### src/rtl/irq_prio_pkg.sv
// Shared definitions for the vectored interrupt priority controller.
// Assumes an 8-bit vector with a 4-bit class and a 4-bit rank.
package irq_prio_pkg;
    typedef enum logic {
        SEL_TASK_PRIO = 1'b0,
        SEL_EOI       = 1'b1
    } wr_sel_e;
endpackage

### src/rtl/irq_msb_enc.sv
// Highest-set-bit encoder over W inputs.
// Assumes W is a power of two. idx_o is 0 when nothing is set.
module irq_msb_enc #(
    parameter int W  = 16,
    localparam int IW = $clog2(W)
) (
    input  logic [W-1:0]  bits_i,
    output logic          found_o,
    output logic [IW-1:0] idx_o
);
    // Scan upward so that the last set bit seen is the highest one.
    always_comb begin
        found_o = 1'b0;
        idx_o   = '0;
        for (int i = 0; i < W; i++) begin
            if (bits_i[i]) begin
                found_o = 1'b1;
                idx_o   = IW'(i);
            end
        end
    end
endmodule

### src/rtl/irq_prio_find.sv
// Two-level search for the highest set bit in a per-vector bitmap.
// Level one picks the highest non-empty class. Level two picks the
// highest rank within that class.
// Assumes VEC_W > RANK_W.
module irq_prio_find #(
    parameter int VEC_W  = 8,
    parameter int RANK_W = 4,
    localparam int NVEC  = 1 << VEC_W,
    localparam int CLS_W = VEC_W - RANK_W,
    localparam int NCLS  = 1 << CLS_W,
    localparam int NRANK = 1 << RANK_W
) (
    input  logic [NVEC-1:0]  bits_i,
    output logic             found_o,
    output logic [VEC_W-1:0] idx_o
);
    logic [NCLS-1:0]   grp_any;
    logic              cls_found;
    logic [CLS_W-1:0]  cls_idx;
    logic [NRANK-1:0]  grp_bits;
    logic              rank_found;
    logic [RANK_W-1:0] rank_idx;

    // Per-class occupancy: one OR per group of NRANK vectors.
    for (genvar c = 0; c < NCLS; c++) begin : g_grp
        assign grp_any[c] = |bits_i[c*NRANK +: NRANK];
    end

    irq_msb_enc #(.W(NCLS)) u_cls_enc (
        .bits_i  (grp_any),
        .found_o (cls_found),
        .idx_o   (cls_idx)
    );

    // Select the winning class's group for the rank search.
    always_comb grp_bits = bits_i[cls_idx*NRANK +: NRANK];

    irq_msb_enc #(.W(NRANK)) u_rank_enc (
        .bits_i  (grp_bits),
        .found_o (rank_found),
        .idx_o   (rank_idx)
    );

    assign found_o = cls_found & rank_found;
    assign idx_o   = {cls_idx, rank_idx};
endmodule

### src/rtl/irq_prio_ctrl.sv
// Vectored interrupt priority controller (top).
// Keeps a pending bitmap, an in-service bitmap and a latched trigger mode
// for each vector. It offers the highest pending vector to the core when
// that vector's class beats the processor priority, and retires the
// highest in-service vector on an end-of-interrupt write.
// Assumes one request and one register write per cycle at most.
module irq_prio_ctrl
    import irq_prio_pkg::*;
#(
    parameter int VEC_W   = 8,
    parameter int RANK_W  = 4,
    parameter int MIN_VEC = 16,
    localparam int NVEC   = 1 << VEC_W,
    localparam int CLS_W  = VEC_W - RANK_W
) (
    input  logic             clk,
    input  logic             rst_n,
    input  logic             req_valid,
    input  logic [VEC_W-1:0] req_vector,
    input  logic             req_level,
    output logic             req_accept,
    output logic             req_retry,
    input  logic             wr_en,
    input  logic             wr_sel,
    input  logic [VEC_W-1:0] wr_data,
    output logic             dsp_valid,
    output logic [VEC_W-1:0] dsp_vector,
    input  logic             dsp_ready,
    output logic [VEC_W-1:0] proc_prio,
    output logic             eoi_pulse,
    output logic [VEC_W-1:0] eoi_vector
);
    logic [NVEC-1:0]  pend_q, pend_d;
    logic [NVEC-1:0]  isr_q,  isr_d;
    logic [NVEC-1:0]  lvl_q,  lvl_d;
    logic [VEC_W-1:0] tpr_q;
    logic             eoi_pulse_q;
    logic [VEC_W-1:0] eoi_vec_q;

    logic             hp_found, hi_found;
    logic [VEC_W-1:0] hp_vec,   hi_vec;
    logic [CLS_W-1:0] isr_cls;
    logic             req_ok, take, eoi_hit, tpr_hit;

    irq_prio_find #(.VEC_W(VEC_W), .RANK_W(RANK_W)) u_pend_find (
        .bits_i  (pend_q),
        .found_o (hp_found),
        .idx_o   (hp_vec)
    );

    irq_prio_find #(.VEC_W(VEC_W), .RANK_W(RANK_W)) u_isr_find (
        .bits_i  (isr_q),
        .found_o (hi_found),
        .idx_o   (hi_vec)
    );

    // Processor priority: the task priority, raised to the in-service class floor.
    always_comb begin
        isr_cls = hi_found ? hi_vec[VEC_W-1 -: CLS_W] : '0;
        if (tpr_q[VEC_W-1 -: CLS_W] >= isr_cls)
            proc_prio = tpr_q;
        else
            proc_prio = {isr_cls, {RANK_W{1'b0}}};
    end

    // Request response: accept into a free pending slot, retry on an occupied one.
    always_comb begin
        req_ok     = req_valid && (req_vector >= VEC_W'(MIN_VEC));
        req_accept = req_ok && !pend_q[req_vector];
        req_retry  = req_ok &&  pend_q[req_vector];
    end

    // Dispatch offer and the decode of register writes.
    always_comb begin
        dsp_vector = hp_vec;
        dsp_valid  = hp_found &&
                     (hp_vec[VEC_W-1 -: CLS_W] > proc_prio[VEC_W-1 -: CLS_W]);
        take       = dsp_valid && dsp_ready;
        eoi_hit    = wr_en && (wr_sel == SEL_EOI) && hi_found;
        tpr_hit    = wr_en && (wr_sel == SEL_TASK_PRIO);
    end

    // Next state of the three per-vector bitmaps.
    always_comb begin
        pend_d = pend_q;
        isr_d  = isr_q;
        lvl_d  = lvl_q;
        if (eoi_hit)
            isr_d[hi_vec] = 1'b0;
        if (take) begin
            pend_d[hp_vec] = 1'b0;
            isr_d[hp_vec]  = 1'b1;
        end
        if (req_accept) begin
            pend_d[req_vector] = 1'b1;
            lvl_d[req_vector]  = req_level;
        end
    end

    // State registers with synchronous active-low reset.
    always_ff @(posedge clk) begin
        if (!rst_n) begin
            pend_q      <= '0;
            isr_q       <= '0;
            lvl_q       <= '0;
            tpr_q       <= '0;
            eoi_pulse_q <= 1'b0;
            eoi_vec_q   <= '0;
        end else begin
            pend_q      <= pend_d;
            isr_q       <= isr_d;
            lvl_q       <= lvl_d;
            if (tpr_hit)
                tpr_q <= wr_data;
            eoi_pulse_q <= eoi_hit && lvl_q[hi_vec];
            if (eoi_hit)
                eoi_vec_q <= hi_vec;
        end
    end

    assign eoi_pulse  = eoi_pulse_q;
    assign eoi_vector = eoi_vec_q;

    AST_LOW_VEC_IGNORED: assert property (@(posedge clk) disable iff (!rst_n)
        (req_valid && req_vector < VEC_W'(MIN_VEC)) |-> (!req_accept && !req_retry));
    AST_ACCEPT_SETS_PEND: assert property (@(posedge clk) disable iff (!rst_n)
        req_accept |=> pend_q[$past(req_vector)]);
    AST_ACK_EXCLUSIVE: assert property (@(posedge clk) disable iff (!rst_n)
        !(req_accept && req_retry));
    AST_PPR_FLOOR: assert property (@(posedge clk) disable iff (!rst_n)
        proc_prio[VEC_W-1 -: CLS_W] >= tpr_q[VEC_W-1 -: CLS_W]);
    AST_DSP_ABOVE_PPR: assert property (@(posedge clk) disable iff (!rst_n)
        dsp_valid |-> (dsp_vector[VEC_W-1 -: CLS_W] > proc_prio[VEC_W-1 -: CLS_W]));
    AST_TAKE_MOVES: assert property (@(posedge clk) disable iff (!rst_n)
        (dsp_valid && dsp_ready) |=>
        (isr_q[$past(dsp_vector)] && !pend_q[$past(dsp_vector)]));
    AST_EOI_CLEARS: assert property (@(posedge clk) disable iff (!rst_n)
        eoi_hit |=> !isr_q[$past(hi_vec)]);
    AST_EOI_PULSE_CAUSE: assert property (@(posedge clk) disable iff (!rst_n)
        eoi_pulse |-> $past(wr_en && wr_sel == SEL_EOI));
endmodule

### config.mk
export PLATFORM = sky130hd
export DESIGN_NAME = irq_prio_ctrl
export DESIGN_NICKNAME = d
export VERILOG_FILES = /design/src/rtl/irq_prio_pkg.sv /design/src/rtl/irq_msb_enc.sv /design/src/rtl/irq_prio_find.sv /design/src/rtl/irq_prio_ctrl.sv
export SDC_FILE = /design/constraint.sdc
export NUM_CORES = 2
export LEC_CHECK = 0
export ABC_AREA = 0
export CAP_MARGIN = 20
export CORE_MARGIN = 1
export CORE_UTILIZATION = 52
export DETAILED_ROUTE_END_ITERATION = 7
export HOLD_SLACK_MARGIN = 0.08
export PLACE_DENSITY = 0.64
export SLEW_MARGIN = 20
export SYNTH_ARGS = -nofsm -noshare
export SYNTH_HDL_FRONTEND = slang
export SYNTH_HIERARCHICAL = 1
export SYNTH_SLANG_ARGS = --single-unit
### constraint.sdc
create_clock -name clk -period 20.1 [get_ports clk]
set_input_delay 6.03 -clock clk [delete_from_list [all_inputs] [get_ports clk]]
set_output_delay 6.03 -clock clk [all_outputs]
set_load 0.01 [all_outputs]
# [Word level (Yosys, flattened, before mapping)]
# Cells that the tools add are included.
[word_totals] ff_bits=785 inputBits=23
[classes] n_shift=2 n_lt_le_gt_ge=9 n_mux=141 n_reduce_logical=45 bitwise_logic=9
[op_table] cell="2-to-1 mux 256 bit" n=4
[op_table] cell="bitwise AND 256 bit" n=2
[op_table] cell="NOT 256 bit" n=2
[op_table] cell="bitwise OR 256 bit" n=2
[op_table] cell="OR reduction 16 bit" n=32
[op_table] cell="variable part select 256 x 9 -> 16 bit" n=2
[op_table] cell="bitwise mux 256 bit" n=1
[op_table] cell="2-to-1 mux 4 bit" n=57
[op_table] cell="2-to-1 mux 1 bit" n=73
[op_table] cell="< comparator 8 x 9 -> 1 bit, second input constant" n=3
[op_table] cell="demux 1 bit (select 8 bit)" n=3
[op_table] cell=">= comparator 8 x 1 -> 1 bit, second input constant" n=3
[op_table] cell="binary-select mux 1 bit (select 8 bit)" n=2
[op_table] cell="logical AND 1 bit" n=12
[op_table] cell=">= comparator 8 x 5 -> 1 bit, second input constant" n=1
[op_table] cell="2-to-1 mux 8 bit" n=1
[op_table] cell=">= comparator 4 bit" n=1
[op_table] cell="> comparator 4 bit" n=1
[op_table] cell="bitwise AND 1 bit" n=2
[op_table] cell="logical NOT 1 bit" n=1
[op_table] cell="NOT 1 bit" n=1

# [Logic depth before layout (Yosys ltp)]
[depth] ltp_word=43 ltp_mapped=31 depth_no_buf=27

# [Modules after synthesis]
# Netlist, hierarchy kept.
[modules_own_cells] module="irq_prio_ctrl" cells_per_inst=3815 instances=1 seq_area_each_um2=15715.1 area_each_um2=34013.9
[modules_own_cells] module="irq_prio_find" cells_per_inst=218 instances=2 seq_area_each_um2=0.0 area_each_um2=2469.9
[modules_own_cells] module="irq_msb_enc" cells_per_inst=29 instances=4 seq_area_each_um2=0.0 area_each_um2=161.4

# [Least setup slack after synthesis]
# Ideal clock, no wire load.
[synth_timing] path_type="input -> output" startpoint="input req_vector[3]" endpoint="output req_accept" required_time_ps=14070 stages=10 n_path_buf=3 path_slack_ps=5762 t_arrival_ps=8308 cell_sequence="buf_2 -> clkbuf_1 -> mux4_2 -> mux4_2 -> o22ai_2 -> nor3b_2 -> nor2_4 -> buf_2 -> nand4_1 -> a21oi_1"
[synth_via] elab_chain_cells=4
[synth_rtl] item="start, declared" line_no="irq_prio_ctrl.sv:19" rtl="input logic [VEC_W-1:0] req_vector,"
[synth_rtl] item="binary-select mux 1 bit (select 8 bit)" line_no="irq_prio_ctrl.sv:69" rtl="req_accept = req_ok && !pend_q[req_vector];"
[synth_rtl] item="2-to-1 mux 1 bit (implied by the code)" line_no="irq_prio_ctrl.sv:69"
[synth_rtl] item="logical NOT 1 bit" line_no="irq_prio_ctrl.sv:69"
[synth_rtl] item="logical AND 1 bit *" line_no="irq_prio_ctrl.sv:69"
[synth_rtl] item="end, declared" line_no="irq_prio_ctrl.sv:21" rtl="output logic req_accept,"
# Mark *: on every way between the ends. The rest lies on a longest branch, timed or not. The select of a mux whose other input is x is not followed.

# [Worst setup path after layout]
[layout_timing] startpoint="input req_vector[0]" endpoint="output req_accept"
# Same word-level chain as after synthesis.

==> summary.md <==
| Metric | Value |
|---|---|
| Layout cell share with drive strength beyond 1 | between 10% and 20% |
| Max Slew Vio Count | 0 |
| Fin Setup TNS | 0 ps |
| Yosys top cell area share | 39.7% |
| # Max-Cap Violations | 0 |
| Remaining DRCs | 0 |
| PostCTS Resize Cnt | 0 |
| Final wirelength | about 180,000 um |
| Final Hold Fails | 0 |
| Post-Layout Cell Count | between 5,000 and 6,000 |
| Synthesized Nets | 4,398 |
| Critical path class | input port to output port |
| Max Freq | 59.8 MHz |
| Leak pwr | ~14 nW |
| Post-CTS Setup Repair Bufs | 0 |
| Setup violations, final | 0 |
| Port bufs | 50 |
| Clock Sinks | 785 |
| Net load switching power | approximately 880 uW |
| Hold-critical path depth | 1 |
| Hold WC Path Type | flop to flop |
| Initial Util | a little over half |
| Largest cells by area after synthesis | dfxtp_1 (40%), mux4_2 (12%), a21oi_1 (6.3%), nand2_1 (5.5%), o21ai_0 (5.0%) |
| Worst R2R Setup Slack | roughly 10000 ps |
| Critical R2R Capture | pend_q[31] |
| Reg clk slew, reported paths | 50 ps |
| Power Dens Cells | 78.6 mW/mm2 |
| # rows | 100 |
| RSZ-0062 raised after global routing | no |
| Height of the die | ~280 um |
| Syn avg cell area | ~9.1 um2 |
| DR vias/cell | 7.42 |
| CP Launch Type | input port |
| Die footprint | 0.0773 mm2 |
| Num CTS Buffers | between 80 and 90 |
| Power share of the combinational group | approximately 7.4% |
| Total track usage | a little under half |
| Clock network power share | roughly 47% |
| Synth Cell Area | between 0.03 and 0.04 mm2 |
| CTS root buf | clkbuf_16 |
| CTS tree | done |
| Worst Path Arrival | around 11,000 ps |
| Clock skew | approximately 28 ps |
| CORE AREA | ~0.075 mm2 |
| H-tree Lvls | 3 |
| Vias in the first global route | ~36,000 |
| Yosys top cell by area | dfxtp_1 |
| Post-synthesis sequential area ratio | 39.7% |
| First-pass GRT wire length | ~260,000 um |
| Hold Startpoint | lvl_q[8] |
| Highest metal used | met5 |
| Internal power | 2.54 mW |
| Yosys cell types | ~70 |
| Dpl cells | ~5,100 |
| Max Root-Sink Buffers | 3 |
| Total chip power | between 3 and 4 mW |
| Area Overhead vs Synth | 9.73% |
| Fin worst setup slack | approximately 3400 ps |
| Main flop type after synthesis | dfxtp_1 |
| Drt first pass iters | 8 |
| Setup WS pre-CTS | about 3600 ps |
| Commonest cells in the netlist | dfxtp_1 (785), nand2_1 (581), a21oi_1 (498) |
| Utilization after layout | just under 60% |
| Yosys reg bits | around 790 |
| Die W | roughly 280 um |
| Worst VDD drop | around 0.080 mV |
| Ports | 51 |
| Post-DP HPWL | around 130,000 um |
| Reg power frac | between 40 and 50% |
| Reg-to-Reg Start | isr_q[176] |
| Routed len/inst | 34.7 um |
| Largest net degree at the start of global routing | about 110 |
| Placer Congestion | about 1.1 |
| Worst min-delay path endpoint | lvl_q[8] |
| Final period utilization | roughly 83% |
| Hold_buf cts | 0 |
| Mapped Cells | ~4,400 |
| Clk Latency, worst-skew pair | between 600 and 700 ps |
| Worst r2r path cells | 25 |
| Final worst path period need | ~17,000 ps |
| Syn. warnings | 6 |
| Outcome | finished, final reports clean |
| Post-DRT Antenna Nets | 0 |
| Tightest Pin Transition | about 1200 ps |
| Most frequent cell after synthesis | dfxtp_1 |
| Number of antenna violations at the first check in global routing | 13 |
| Final #Nets | 4,256 |
| Grt ovf | 0 |
| Met3 Routed Length | between 20,000 and 25,000 um |
| Sequential cell area | between 0.015 and 0.02 mm2 |
| Iteration-0 DRC Markers | 6,075 |
| FILL cells | approximately 6,700 |
| Worst-path fanout max | 33 |
| DR WL met2 | approximately 76,000 um |
| Slew headroom | 21.9% |
| Async set-reset flop share out of synthesis | 0% |
| Required @ worst endpoint | ~14,000 ps |
| CP endpoint kind | output port |
| Total number of vias | roughly 39,000 |
| EDFF count, synth | 0 |
| Sw frac | 25.6% |
| Wire length on met1 | roughly 66,000 um |
| Multi-input gate area | 0.0222 mm2 |
## critical path: stages
cell	delay, ps
clkdlybuf4s50_1	460
buf_4	410
nor2b_1	920
a22oi_1	160
a21oi_1	300
nor3b_4	100
buf_4	270
nor2_4	310
buf_4	490
nand4_1	310
a21oi_1	240
clkdlybuf4s50_1	560
## logic make-up after synthesis
| logic type | share of synthesized area, % |
|---|---|
| flops | 39.7 |
| simple gates | 17.3 |
| mux | 18.5 |
| buf+inv | 4.83 |
| fa+ha+maj | 0.253 |
| compound gates | 19.4 |
## metrics by stage
step	hold WS, ps	instance area [um2]
finish	449	43500
global route	474	43400
CTS	456	43400
detailed placement	440	40600
global placement	438	40600
floorplan	424	39600
## registers in the layout, indices dropped and copies added, names as in the netlist
signal      count
tpr_q           8
isr_q         256
pend_q        256
eoi_vector      8
eoi_pulse       1
lvl_q         256
## how the worst max path moves through the flow
stage / slack (ps) / to / start
floorplan: 5760 / req_accept / req_vector[3]
global route: 3320 / req_accept / req_vector[0]
detailed placement: 3570 / req_accept / req_vector[0]
global placement: 3630 / req_accept / req_vector[0]
CTS: 3560 / req_accept / req_vector[0]
finish: 3380 / req_accept / req_vector[0]
## power by group through the flow
| stage | logic [mW] | clock network (mW) | registers [mW] |
|---|---|---|---|
| after floorplan | 0.170 | 0 | 1.59 |
| after global placement | 0.242 | 0 | 1.60 |
| after detailed placement | 0.242 | 0 | 1.60 |
| after CTS | 0.242 | 1.60 | 1.56 |
| after global routing | 0.261 | 1.67 | 1.56 |
| final | 0.252 | 1.60 | 1.56 |
## cell usage in the layout, fill, tap and decap left out, types with 32 or more instances in the layout
master	n
a21oi_1	498
a22oi_1	115
a32o_1	64
a32oi_1	52
buf_4	119
clkbuf_16	88
clkdlybuf4s50_1	46
dfxtp_1	785
mux2i_1	188
mux4_2	210
nand2_1	579
nand3_1	90
nand4_1	145
nor2_1	244
nor2b_1	32
nor3_1	68
nor4_1	148
o21ai_0	395
o31ai_1	71
## cell type report
cell class                      count  share of cell area (%)
Antenna cell                        5                  0.0288
Clock buffer                      130                    5.87
Clock inverter                     21                   0.585
Inverter                           18                   0.173
Multi-Input combinational cell   3164                    51.1
Sequential cell                   785                    36.2
Tap cell                          969                    2.79
Timing Repair Buffer              169                    3.24
## layer usage
layer	track usage (%)	vias up
li1	-	16300
met1	57.7	19000
met2	67.1	2997
met3	15.6	822
met4	31.9	8
met5	2.13	-
Power figures use the tool's default switching activity.
